===== src/rtl/pwb_pkg.sv =====
package pwb_pkg;
  localparam int CFG_W = 8;

  function automatic logic [2*CFG_W-1:0] side_bw(input logic [CFG_W-1:0] bytes_i,
                                                 input logic [CFG_W-1:0] rate_i);
    return (2*CFG_W)'(bytes_i) * (2*CFG_W)'(rate_i);
  endfunction
endpackage


===== src/rtl/pwb_fifo.sv =====
module pwb_fifo #(
  parameter int W     = 33,
  parameter int DEPTH = 16,
  localparam int AW    = (DEPTH > 1) ? $clog2(DEPTH) : 1,
  localparam int CNT_W = $clog2(DEPTH + 1)
) (
  input  logic             clk,
  input  logic             rst_n,
  input  logic             push,
  input  logic [W-1:0]     wdata,
  input  logic             pop,
  output logic [W-1:0]     rdata,
  output logic [CNT_W-1:0] count,
  output logic             full,
  output logic             empty
);
  logic [W-1:0]  mem [DEPTH];
  logic [AW-1:0] wr_ptr, rd_ptr;

  function automatic logic [AW-1:0] bump(input logic [AW-1:0] p);
    return (p == AW'(DEPTH - 1)) ? '0 : p + 1'b1;
  endfunction

  assign rdata = mem[rd_ptr];
  assign full  = (count == CNT_W'(DEPTH));
  assign empty = (count == '0);

  always_ff @(posedge clk) begin
    if (push) mem[wr_ptr] <= wdata;
  end

  always_ff @(posedge clk) begin
    if (!rst_n) begin
      wr_ptr <= '0;
      rd_ptr <= '0;
      count  <= '0;
    end else begin
      if (push) wr_ptr <= bump(wr_ptr);
      if (pop)  rd_ptr <= bump(rd_ptr);
      case ({push, pop})
        2'b10:   count <= count + 1'b1;
        2'b01:   count <= count - 1'b1;
        default: count <= count;
      endcase
    end
  end

  p_no_overflow_r5: assert property (@(posedge clk) disable iff (!rst_n) push |-> !full || pop);
  p_no_underflow_r12: assert property (@(posedge clk) disable iff (!rst_n) pop |-> !empty);
endmodule


===== src/rtl/pwb_mode.sv =====
module pwb_mode
  import pwb_pkg::*;
(
  input  logic [CFG_W-1:0] up_bytes,
  input  logic [CFG_W-1:0] up_rate,
  input  logic [CFG_W-1:0] dn_bytes,
  input  logic [CFG_W-1:0] dn_rate,
  output logic             sf
);
  logic [2*CFG_W-1:0] up_bw, dn_bw;

  always_comb begin
    up_bw = side_bw(up_bytes, up_rate);
    dn_bw = side_bw(dn_bytes, dn_rate);
    sf    = (up_bw < dn_bw);
  end

  always_comb begin
    if (up_bw == dn_bw) p_equal_ft_r1: assert (!sf);
  end
endmodule


===== src/rtl/pwb_up_ctrl.sv =====
module pwb_up_ctrl #(
  parameter int DEPTH = 16,
  parameter int LINE  = 4,
  parameter int CW    = 16,
  localparam int CNT_W = $clog2(DEPTH + 1),
  localparam int LB    = (LINE > 1) ? $clog2(LINE) : 1
) (
  input  logic             clk,
  input  logic             rst_n,
  input  logic             up_en,
  input  logic             up_valid,
  input  logic             up_last,
  input  logic             up_wi,
  input  logic [CNT_W-1:0] data_count,
  input  logic             data_full,
  input  logic             aq_full,
  output logic             up_ready,
  output logic             up_retry,
  output logic             up_disc,
  output logic             push,
  output logic             push_last,
  output logic             aq_push,
  output logic [CW-1:0]    retry_cnt,
  output logic [CW-1:0]    disc_cnt
);
  logic             in_txn, wi_q, line_mode;
  logic [CNT_W-1:0] beat_cnt;
  logic [CNT_W-1:0] free, free_after;
  logic             blocked, wi_eff, line_end, space_stop, cap_stop, fire;

  always_comb begin
    free       = CNT_W'(DEPTH) - data_count;
    free_after = free - 1'b1;
    blocked    = (free < CNT_W'(LINE)) || aq_full;
    wi_eff     = in_txn ? wi_q : up_wi;
    line_end   = (beat_cnt[LB-1:0] == LB'(LINE - 1));
    space_stop = wi_eff ? (line_end && (free_after < CNT_W'(LINE)))
                        : (free_after == '0);
    cap_stop   = line_mode && (beat_cnt == CNT_W'(LINE - 1));
    up_retry   = up_valid && !in_txn && blocked;
    up_ready   = in_txn ? !data_full : (up_valid && !blocked);
    fire       = up_valid && up_ready && up_en;
    up_disc    = fire && !up_last && (space_stop || cap_stop);
    push       = fire;
    push_last  = up_last || up_disc;
    aq_push    = fire && !in_txn;
  end

  always_ff @(posedge clk) begin
    if (!rst_n) begin
      in_txn    <= 1'b0;
      wi_q      <= 1'b0;
      beat_cnt  <= '0;
      line_mode <= 1'b0;
      retry_cnt <= '0;
      disc_cnt  <= '0;
    end else begin
      if (fire) begin
        if (!in_txn) wi_q <= up_wi;
        if (push_last) begin
          in_txn   <= 1'b0;
          beat_cnt <= '0;
        end else begin
          in_txn   <= 1'b1;
          beat_cnt <= beat_cnt + 1'b1;
        end
      end
      if (up_disc && space_stop)
        line_mode <= 1'b1;
      else if (data_count == '0 && !in_txn)
        line_mode <= 1'b0;
      if (up_retry && up_en) retry_cnt <= retry_cnt + 1'b1;
      if (up_disc)           disc_cnt  <= disc_cnt + 1'b1;
    end
  end

  p_start_room_r4: assert property (@(posedge clk) disable iff (!rst_n)
    (fire && !in_txn) |-> (free >= CNT_W'(LINE)));
  p_line_cap_r6: assert property (@(posedge clk) disable iff (!rst_n)
    (line_mode && in_txn) |-> (beat_cnt < CNT_W'(LINE)));
  p_wi_boundary_r7: assert property (@(posedge clk) disable iff (!rst_n)
    (up_disc && wi_eff) |-> line_end);
  p_retry_excl_r4: assert property (@(posedge clk) disable iff (!rst_n)
    up_retry |-> !up_ready);
endmodule


===== src/rtl/pwb_dn_ctrl.sv =====
module pwb_dn_ctrl #(
  parameter int DW       = 32,
  parameter int ADDR_W   = 32,
  parameter int DEPTH    = 16,
  parameter int AQ_DEPTH = 4,
  localparam int CNT_W  = $clog2(DEPTH + 1),
  localparam int AQC_W  = $clog2(AQ_DEPTH + 1),
  localparam int BSH    = $clog2(DW / 8)
) (
  input  logic              clk,
  input  logic              rst_n,
  input  logic              sf_mode,
  input  logic [CNT_W-1:0]  cfg_thresh,
  input  logic [CNT_W-1:0]  data_count,
  input  logic              data_empty,
  input  logic              head_last,
  input  logic [ADDR_W-1:0] aq_addr,
  input  logic              aq_empty,
  input  logic [AQC_W-1:0]  aq_count,
  input  logic              closed_in,
  input  logic              dn_ready,
  input  logic              dn_en,
  output logic              dn_valid,
  output logic [ADDR_W-1:0] dn_addr,
  output logic              dn_last,
  output logic              pop,
  output logic              aq_pop
);
  logic [AQC_W-1:0] closed_cnt;
  logic [CNT_W-1:0] offset;
  logic             in_burst, head_closed, start_ok;

  always_comb begin
    head_closed = (closed_cnt != '0);
    start_ok    = sf_mode ? head_closed
                          : (head_closed || (data_count >= cfg_thresh));
    dn_valid    = !data_empty && !aq_empty && (in_burst || start_ok);
    dn_last     = head_last;
    dn_addr     = aq_addr + (ADDR_W'(offset) << BSH);
    pop         = dn_valid && dn_ready && dn_en;
    aq_pop      = pop && head_last;
  end

  always_ff @(posedge clk) begin
    if (!rst_n) begin
      closed_cnt <= '0;
      offset     <= '0;
      in_burst   <= 1'b0;
    end else begin
      case ({closed_in, aq_pop})
        2'b10:   closed_cnt <= closed_cnt + 1'b1;
        2'b01:   closed_cnt <= closed_cnt - 1'b1;
        default: closed_cnt <= closed_cnt;
      endcase
      if (pop) begin
        if (head_last) begin
          offset   <= '0;
          in_burst <= 1'b0;
        end else begin
          offset   <= offset + 1'b1;
          in_burst <= 1'b1;
        end
      end
    end
  end

  p_sf_wait_r2: assert property (@(posedge clk) disable iff (!rst_n)
    (sf_mode && dn_valid && !in_burst) |-> head_closed);
  p_addr_step_r8: assert property (@(posedge clk) disable iff (!rst_n)
    (pop && !dn_last) |=> (dn_addr == $past(dn_addr) + ADDR_W'(DW / 8)));
  p_closed_bound_r9: assert property (@(posedge clk) disable iff (!rst_n)
    closed_cnt <= aq_count);
  p_hold_r12: assert property (@(posedge clk) disable iff (!rst_n)
    (dn_valid && !(dn_ready && dn_en)) |=> (dn_valid && $stable(dn_addr) && $stable(dn_last)));
endmodule


===== src/rtl/pwb_buffer.sv =====
module pwb_buffer
  import pwb_pkg::*;
#(
  parameter int DW       = 32,
  parameter int ADDR_W   = 32,
  parameter int DEPTH    = 16,
  parameter int LINE     = 4,
  parameter int AQ_DEPTH = 4,
  parameter int CW       = 16
) (
  input  logic                         clk,
  input  logic                         rst_n,
  input  logic [CFG_W-1:0]             cfg_up_bytes,
  input  logic [CFG_W-1:0]             cfg_up_rate,
  input  logic [CFG_W-1:0]             cfg_dn_bytes,
  input  logic [CFG_W-1:0]             cfg_dn_rate,
  input  logic [$clog2(DEPTH+1)-1:0]   cfg_thresh,
  output logic                         mode_sf,
  input  logic                         up_en,
  input  logic                         up_valid,
  input  logic [ADDR_W-1:0]            up_addr,
  input  logic [DW-1:0]                up_data,
  input  logic                         up_last,
  input  logic                         up_wi,
  output logic                         up_ready,
  output logic                         up_retry,
  output logic                         up_disc,
  input  logic                         dn_en,
  output logic                         dn_valid,
  input  logic                         dn_ready,
  output logic [ADDR_W-1:0]            dn_addr,
  output logic [DW-1:0]                dn_data,
  output logic                         dn_last,
  output logic [CW-1:0]                retry_cnt,
  output logic [CW-1:0]                disc_cnt
);
  localparam int CNT_W = $clog2(DEPTH + 1);
  localparam int AQC_W = $clog2(AQ_DEPTH + 1);

  logic             push, push_last, pop, aq_push, aq_pop;
  logic [DW:0]      head_word;
  logic [CNT_W-1:0] data_count;
  logic             data_full, data_empty;
  logic [ADDR_W-1:0] aq_addr;
  logic [AQC_W-1:0] aq_count;
  logic             aq_full, aq_empty;

  pwb_mode u_mode (
    .up_bytes (cfg_up_bytes),
    .up_rate  (cfg_up_rate),
    .dn_bytes (cfg_dn_bytes),
    .dn_rate  (cfg_dn_rate),
    .sf       (mode_sf)
  );

  pwb_up_ctrl #(.DEPTH(DEPTH), .LINE(LINE), .CW(CW)) u_up (
    .clk        (clk),
    .rst_n      (rst_n),
    .up_en      (up_en),
    .up_valid   (up_valid),
    .up_last    (up_last),
    .up_wi      (up_wi),
    .data_count (data_count),
    .data_full  (data_full),
    .aq_full    (aq_full),
    .up_ready   (up_ready),
    .up_retry   (up_retry),
    .up_disc    (up_disc),
    .push       (push),
    .push_last  (push_last),
    .aq_push    (aq_push),
    .retry_cnt  (retry_cnt),
    .disc_cnt   (disc_cnt)
  );

  pwb_fifo #(.W(DW + 1), .DEPTH(DEPTH)) u_data_q (
    .clk   (clk),
    .rst_n (rst_n),
    .push  (push),
    .wdata ({push_last, up_data}),
    .pop   (pop),
    .rdata (head_word),
    .count (data_count),
    .full  (data_full),
    .empty (data_empty)
  );

  pwb_fifo #(.W(ADDR_W), .DEPTH(AQ_DEPTH)) u_addr_q (
    .clk   (clk),
    .rst_n (rst_n),
    .push  (aq_push),
    .wdata (up_addr),
    .pop   (aq_pop),
    .rdata (aq_addr),
    .count (aq_count),
    .full  (aq_full),
    .empty (aq_empty)
  );

  pwb_dn_ctrl #(.DW(DW), .ADDR_W(ADDR_W), .DEPTH(DEPTH), .AQ_DEPTH(AQ_DEPTH)) u_dn (
    .clk        (clk),
    .rst_n      (rst_n),
    .sf_mode    (mode_sf),
    .cfg_thresh (cfg_thresh),
    .data_count (data_count),
    .data_empty (data_empty),
    .head_last  (head_word[DW]),
    .aq_addr    (aq_addr),
    .aq_empty   (aq_empty),
    .aq_count   (aq_count),
    .closed_in  (push && push_last),
    .dn_ready   (dn_ready),
    .dn_en      (dn_en),
    .dn_valid   (dn_valid),
    .dn_addr    (dn_addr),
    .dn_last    (dn_last),
    .pop        (pop),
    .aq_pop     (aq_pop)
  );

  assign dn_data = head_word[DW-1:0];
endmodule


===== config.mk =====
export PLATFORM = sky130hd
export DESIGN_NAME = pwb_buffer
export DESIGN_NICKNAME = d
export VERILOG_FILES = /design/src/rtl/pwb_pkg.sv /design/src/rtl/pwb_fifo.sv /design/src/rtl/pwb_mode.sv /design/src/rtl/pwb_up_ctrl.sv /design/src/rtl/pwb_dn_ctrl.sv /design/src/rtl/pwb_buffer.sv
export SDC_FILE = /design/constraint.sdc
export NUM_CORES = 1
export LEC_CHECK = 0
export ABC_AREA = 1
export CAP_MARGIN = 15
export CORE_MARGIN = 3
export CORE_UTILIZATION = 60
export CTS_CLUSTER_DIAMETER = 60
export DETAILED_ROUTE_END_ITERATION = 8
export GPL_TIMING_DRIVEN = 0
export PLACE_DENSITY = 0.8
export SLEW_MARGIN = 20
export SYNTH_ARGS = -nofsm -noshare
export SYNTH_HDL_FRONTEND = slang
export SYNTH_SLANG_ARGS = --single-unit

===== constraint.sdc =====
create_clock -name clk -period 10.5 [get_ports clk]
set_input_delay 2.1 -clock clk [delete_from_list [all_inputs] [get_ports clk]]
set_output_delay 2.1 -clock clk [all_outputs]
set_load 0.005 [all_outputs]

==> results of run 1 <==
-- metrics by stage --
| stage | hold WS [ns] | util [%] | total power, mW |
|---|---|---|---|
| global placement | 0.436 | 65.9 | 4.28 |
| finish | 0.463 | 71.5 | 6.91 |
| floorplan | 0.422 | - | 4.01 |
| global route | 0.491 | 71.5 | 7.19 |
| detailed placement | 0.452 | 67.3 | 4.33 |
| CTS | 0.461 | 71.4 | 6.91 |
-- power by group --
part           switching, mW  internal, mW  total, mW
combinational          0.637         0.455       1.09
clock                   1.09          1.52       2.62
sequential           0.00971          3.19       3.20
total                   1.74          5.17       6.91
-- layer usage --
layer  share of wire [%]  vias to the layer above
li1                    -                    11381
met1                  37                    12112
met2                  49                     1455
met3                  10                      287
met4                 3.9                        4
met5               0.032                        -
-- cell families (layout without fill, tap and decap cells) --
group                      Yosys count  in the layout
AOI/OAI and AO/OA                  653            653
xor gates and xnor gates            74             74
adders and majority gates          197            197
buffers and inverters              623            959
DFF                                731            731
muxes                              129            129
other                                0              5
and+or+nand+nor                    725            725
-- worst max-delay path by stage --
stage	start	to	slack, ns	cells after the start
final	cfg_dn_bytes[7]	dn_valid	0.46	28
after global routing	cfg_up_rate[7]	dn_valid	0.03	28
after CTS	cfg_up_rate[7]	dn_valid	0.18	28
after detailed placement	cfg_up_rate[7]	dn_valid	0.21	28
after global placement	cfg_up_rate[7]	dn_valid	0.33	28
after floorplan	cfg_up_rate[7]	dn_valid	1.50	27
-- worst max-delay path: stages --
cell and delay, ns:
clkbuf_1 0.28, nand2_1 0.09, inv_1 0.08, fa_1 0.44, fa_1 0.48, fa_1 0.55, inv_1 0.05, fa_1 0.52
inv_1 0.06, ha_1 0.36, nand2_1 0.10, o21ai_0 0.20, a21oi_1 0.09, o21ai_0 0.27, a21oi_1 0.11, nor2_1 0.11
nor2_1 0.05, xor2_1 0.16, ha_1 0.31, nand2_1 0.09, nor4_1 0.27, nand2_1 0.10, nand2_2 0.12, nand2_2 0.11
nand2_4 0.13, nand2_1 0.06, inv_1 0.12, clkdlybuf4s50_1 0.51
-- final cells by class --
cell class | instances | area, um2
diodes | 5 | 12.5
plain buffers | 156 | 753
clock buffers | 85 | 1940
clock inverters | 46 | 449
fillers | 3906 | 16600
inverters | 467 | 1760
multi-input cells | 1778 | 12000
flip-flops and latches | 731 | 21200
well taps | 765 | 957
repair buffers | 205 | 2470
-- state kept, by name, indices dropped and copies added (netlist names), 2 cells and up, named ones only --
name             cells
u_data_q.mem       528
u_addr_q.mem       128
u_up.disc_cnt       16
u_up.retry_cnt      16
u_data_q.count       5
u_dn.offset          5
u_up.beat_cnt        5
u_data_q.rd_ptr      4
u_data_q.wr_ptr      4
u_addr_q.count       3
u_dn.closed_cnt      3
u_addr_q.rd_ptr      2
u_addr_q.wr_ptr      2
-- layout by cell type (no fill, tap or decap), types with 76 or more instances in the layout --
| master | instances |
|---|---|
| edfxtp_1 | 656 |
| inv_1 | 456 |
| nand2_1 | 423 |
| a21oi_1 | 244 |
| o21ai_0 | 225 |
| clkdlybuf4s50_1 | 178 |
| o211ai_1 | 132 |
| mux2i_1 | 129 |
| ha_1 | 121 |
| nor2_1 | 106 |
| nand3_1 | 98 |
| clkbuf_1 | 88 |
| fa_1 | 76 |
-- timing repair --
item	4_1_cts	5_1_grt
endpoints found under the setup margin	0	1
gates resized for setup	0	48
buffers inserted	0	0
==> results.cfg, run 1 <==
[final_layout]
syn_to_final_growth_pct = 16.9
design_area_um2 = 41600
final_nets = 3718
drive_above_1_share_pct = 8.19
final_cell_count_no_fill = 4238

[floorplan]
coreArea_um2 = 58100
die_w_um = 249
die_h_um = 249
dieArea_um2 = 62200
initial_utilization_pct = 61.2
io_pins = 211
rows = 88

[placement]
place_area_um2 = 39100
dp_cells = 4102
place.gp.congestion = 0.883
io_buffers = 178
dp_hpwl_um = 63500
dp_slack_ns = 0.207

[global_route]
grt_pass1_vias = 25834
grt_pass1_wl_um = 143000
met2_usage_pct = 50.2
grt_util_met3_pct = 6.85
grt_overflow = 0
grt_max_degree = 21
grt-busiest-layer = met2
track_usage_pct = 29.8
antenna_found_initial = 6
grt_use_met1_pct = 37.6

[yosys]
synth_top_area_cell = edfxtp_1
synth_top_area_share_pct = 55.4
synth_area_um2 = 35600
ys_ff_latch = 731
syn_nets = 3438
synthXorXnorAreaFrac_pct = 1.82
synth.mux.area_fraction_pct = 3.63
netlist_instances = 3132
synthAdderAreaFrac_pct = 8.54
synth_top_family_by_area = compound AO/OA/AOI/OAI gates
ys.flop_type = edfxtp_1
synth_edf_count = 656
ys_top_cells_by_area = edfxtp_1, inv_1, nand2_1, fa_1, ha_1
postSynthAreaPerCell_um2 = 11.4
synthArstFlopShare_pct = 0
synth_most_common_cell = edfxtp_1
yosysWarningCount = 0
synthTopCellsByCount = edfxtp_1, inv_1, nand2_1
yosys.area_share.simple_pct = 8.69
synth_compound_gate_area_share_pct = 10.7
synth.distinct_cells = 60
yosysSeqAreaShare_pct = 59.6

[power_and_ir_drop]
ir_drop_mv = 0.121
power_density_nw_per_um2 = 166
leakage_nw = 15.8

[sta]
relSlewSlack_pct = 29.5
finalHoldViolations = 0
clock.fmax_ghz = 0.0996
finalCritPeriodShare_pct = 95.6
worstMarginPinSlew_ns = 1.06
slew_viol_final = 0
setup_ws_ns = 0.465
totalNegativeSetupSlack_ns = 0
skew_ns = 0.0183
setup_viol = 0
fin_crit_ns = 10.04
rsz0062_at_grt = false

[drt]
via_count = 25239
drt-pass1-iter-count = 8
avgViaCountPerCell = 5.96
ant_nets = 0
drc = 0
drt-total-wl_um = 94200
post_drt_wl_per_cell_um = 22.2
initialDrtViolationCount = 2700

[setup_path]
r2r_slack_ns = 6.58
r2r_end = u_dn.closed_cnt[2]
reg2reg_depth = 20
startpoint_type = primary input
reg2reg_from = u_data_q.count[1]
critPathRequiredTime_ns = 8.40
path_max_fanout = 8
crit_arrival_ns = 7.94
worst_setup_path_end_kind = output port
critPathKind = primary input to output port

[clock_network]
clock_latency_ns = 0.62
clock_sinks = 731
cts-buffers-inserted = 73
ctsHoldBuffers = 0
clk_pin_slew_worst_paths_ns = 0.06
cts_tree = built
htree_num_levels = 3
cts_buffer_depth = 3
root_buffer = clkbuf_16

[status]
status = finished clean

[min_path]
min_to = u_dn.in_burst
worstHoldStart = u_dn.in_burst
hold_path_depth = 2
holdCritPathClass = flip-flop to flip-flop

[job]
cap_violations = 0
No activity file was read; power rests on OpenSTA's default activity.
==> run 2, diff against run 1 <==
--- a/config.mk
+++ b/config.mk
@@ -7,7 +7,7 @@
 export LEC_CHECK = 0
 export ABC_AREA = 1
 export CAP_MARGIN = 15
-export CORE_MARGIN = 3
+export CORE_MARGIN = 2
 export CORE_UTILIZATION = 60
 export CTS_CLUSTER_DIAMETER = 60
 export DETAILED_ROUTE_END_ITERATION = 8
==> run 2 against run 1 <==
Sequential share of layout area increased by 0.27 points. Hold slack got worse by 0.0015 ns. First-iteration DRC count rose by 6.0%. Clock skew increased by 0.0029 ns. Clock power shrank 4%. Flip-flop and latch count is the same. Global-route usage rose by 0.60 points. Non-clock buffer count decreased by 2. Register-to-register slack got worse by 0.13 ns. Highest routed layer unchanged.
==> results.cfg, run 2 (synthesis gave the netlist of run 1 again) <==
[status]
status = finished clean

[setup_path]
worst_setup_path_end_kind = output port
critPathRequiredTime_ns = 8.40
critPathMaxStageDelay_ns = 0.52
critPathKind = primary input to output port
startpoint_type = primary input
crit_arrival_ns = 7.95
slowest_stage = fa_1
path_max_fanout = 8

[final_layout]
syn_to_final_growth_pct = 16.3
final_cell_mix = edfxtp_1, inv_1, nand2_1
largest_reg_flops = 528
drive_above_1_share_pct = 7.83
final_nets = 3714
top_regs = u_data_q.mem (528), u_addr_q.mem (128)
layout_commonest_cell = edfxtp_1
final_cell_count_no_fill = 4237
largest-register = u_data_q.mem

[clock_network]
htree_num_levels = 3
cts-buffers-inserted = 71
clock_sinks = 731
cts_tree = built
cts_buffer_depth = 3
clk_pin_slew_worst_paths_ns = 0.06
ctsHoldBuffers = 0
clock_latency_ns = 0.62
root_buffer = clkbuf_16

[min_path]
holdCritPathClass = flip-flop to flip-flop

[placement]
dp_hpwl_um = 62500
place.gp.congestion = 0.882
dp_slack_ns = 0.190
io_buffers = 178
dp_cells = 4108

[sta]
skew_ns = 0.0212
clock.fmax_ghz = 0.0995
setup_viol = 0
worstMarginPinSlew_ns = 0.999
fin_crit_ns = 10.05
totalNegativeSetupSlack_ns = 0
rsz0062_at_grt = false
finalHoldViolations = 0
setup_ws_ns = 0.450
relSlewSlack_pct = 33.4
finalCritPeriodShare_pct = 95.7
slew_viol_final = 0

[power_and_ir_drop]
ir_drop_mv = 0.152
leakage_nw = 15.7
power_density_nw_per_um2 = 165

[global_route]
track_usage_pct = 30.4
grt_max_degree = 23
grt_use_met1_pct = 38.9
grt_pass1_wl_um = 141000
grt_overflow = 0
grt-busiest-layer = met2
met2_usage_pct = 51.7
grt_util_met3_pct = 6.11
antenna_found_initial = 3
grt_pass1_vias = 25659

[drt]
drc = 0
via_count = 25369
drt-pass1-iter-count = 6
drt-total-wl_um = 93000
avgViaCountPerCell = 5.99
ant_nets = 0
initialDrtViolationCount = 2862
post_drt_wl_per_cell_um = 21.9

[floorplan]
rows = 89
coreArea_um2 = 58800
die_h_um = 247
io_pins = 211
die_w_um = 247
initial_utilization_pct = 60.5
dieArea_um2 = 61200

[job]
cap_violations = 0
-- run 2: worst paths after layout --
path                startpoint                  to  slack [ns]  cells after the start
max reg2reg  u_data_q.count[1]  u_dn.closed_cnt[2]        6.45                     20
min          u_addr_q.count[0]   u_addr_q.count[0]        0.46                      1
min reg2reg  u_addr_q.count[0]   u_addr_q.count[0]        0.46                      1
max            cfg_up_bytes[5]            dn_valid        0.45                     28
-- run 2: per-stage QoR --
step	hold WS, ns	total power [mW]	cell area (um2)	utilization, %
final	0.461	6.81	41400	70.3
after floorplan	0.422	4.01	35600	-
after CTS	0.460	6.81	41300	70.2
after global routing	0.486	7.09	41300	70.3
after detailed placement	0.453	4.34	39000	66.4
after global placement	0.436	4.28	38300	65.1
-- run 2: repair_timing --
item | CTS | global route
buffers inserted | 0 | 0
resized for setup | 0 | 51
endpoints found under the setup margin | 0 | 1
hold endpoints to repair | 0 | 0
-- run 2: power breakdown --
group / internal [mW] / leakage (nW) / switching, mW
registers: 3.19 / 6.51 / 0.00958
clock network: 1.43 / 1.09 / 1.08
logic: 0.460 / 8.06 / 0.640
total: 5.08 / 15.7 / 1.73
-- run 2: per-layer routing --
metal | vias up | wire [um]
met2 | 1544 | 45200
met1 | 12174 | 34500
met3 | 281 | 9740
li1 | 11368 | -
met4 | 2 | 3500
met5 | - | 11
-- run 2: layout make-up --
| class | instances | area [um2] |
|---|---|---|
| diodes | 3 | 7.51 |
| clock inverters | 30 | 256 |
| inverters | 467 | 1760 |
| plain buffers | 156 | 753 |
| repair buffers | 203 | 2360 |
| clock buffers | 96 | 2020 |
| fillers | 3907 | 17400 |
| well taps | 773 | 967 |
| multi-input cells | 1778 | 12000 |
| flip-flops and latches | 731 | 21200 |
-- run 2: worst max-delay path, delay by kind of cell --
kind / cells / cell delay [ns]
XOR/XNOR: 1 / 0.14
adder cells (fa/ha/maj): 6 / 2.67
AO/OA/AOI/OAI: 5 / 0.71
buffers and inverters: 6 / 1.11
AND/OR/NAND/NOR: 10 / 1.17
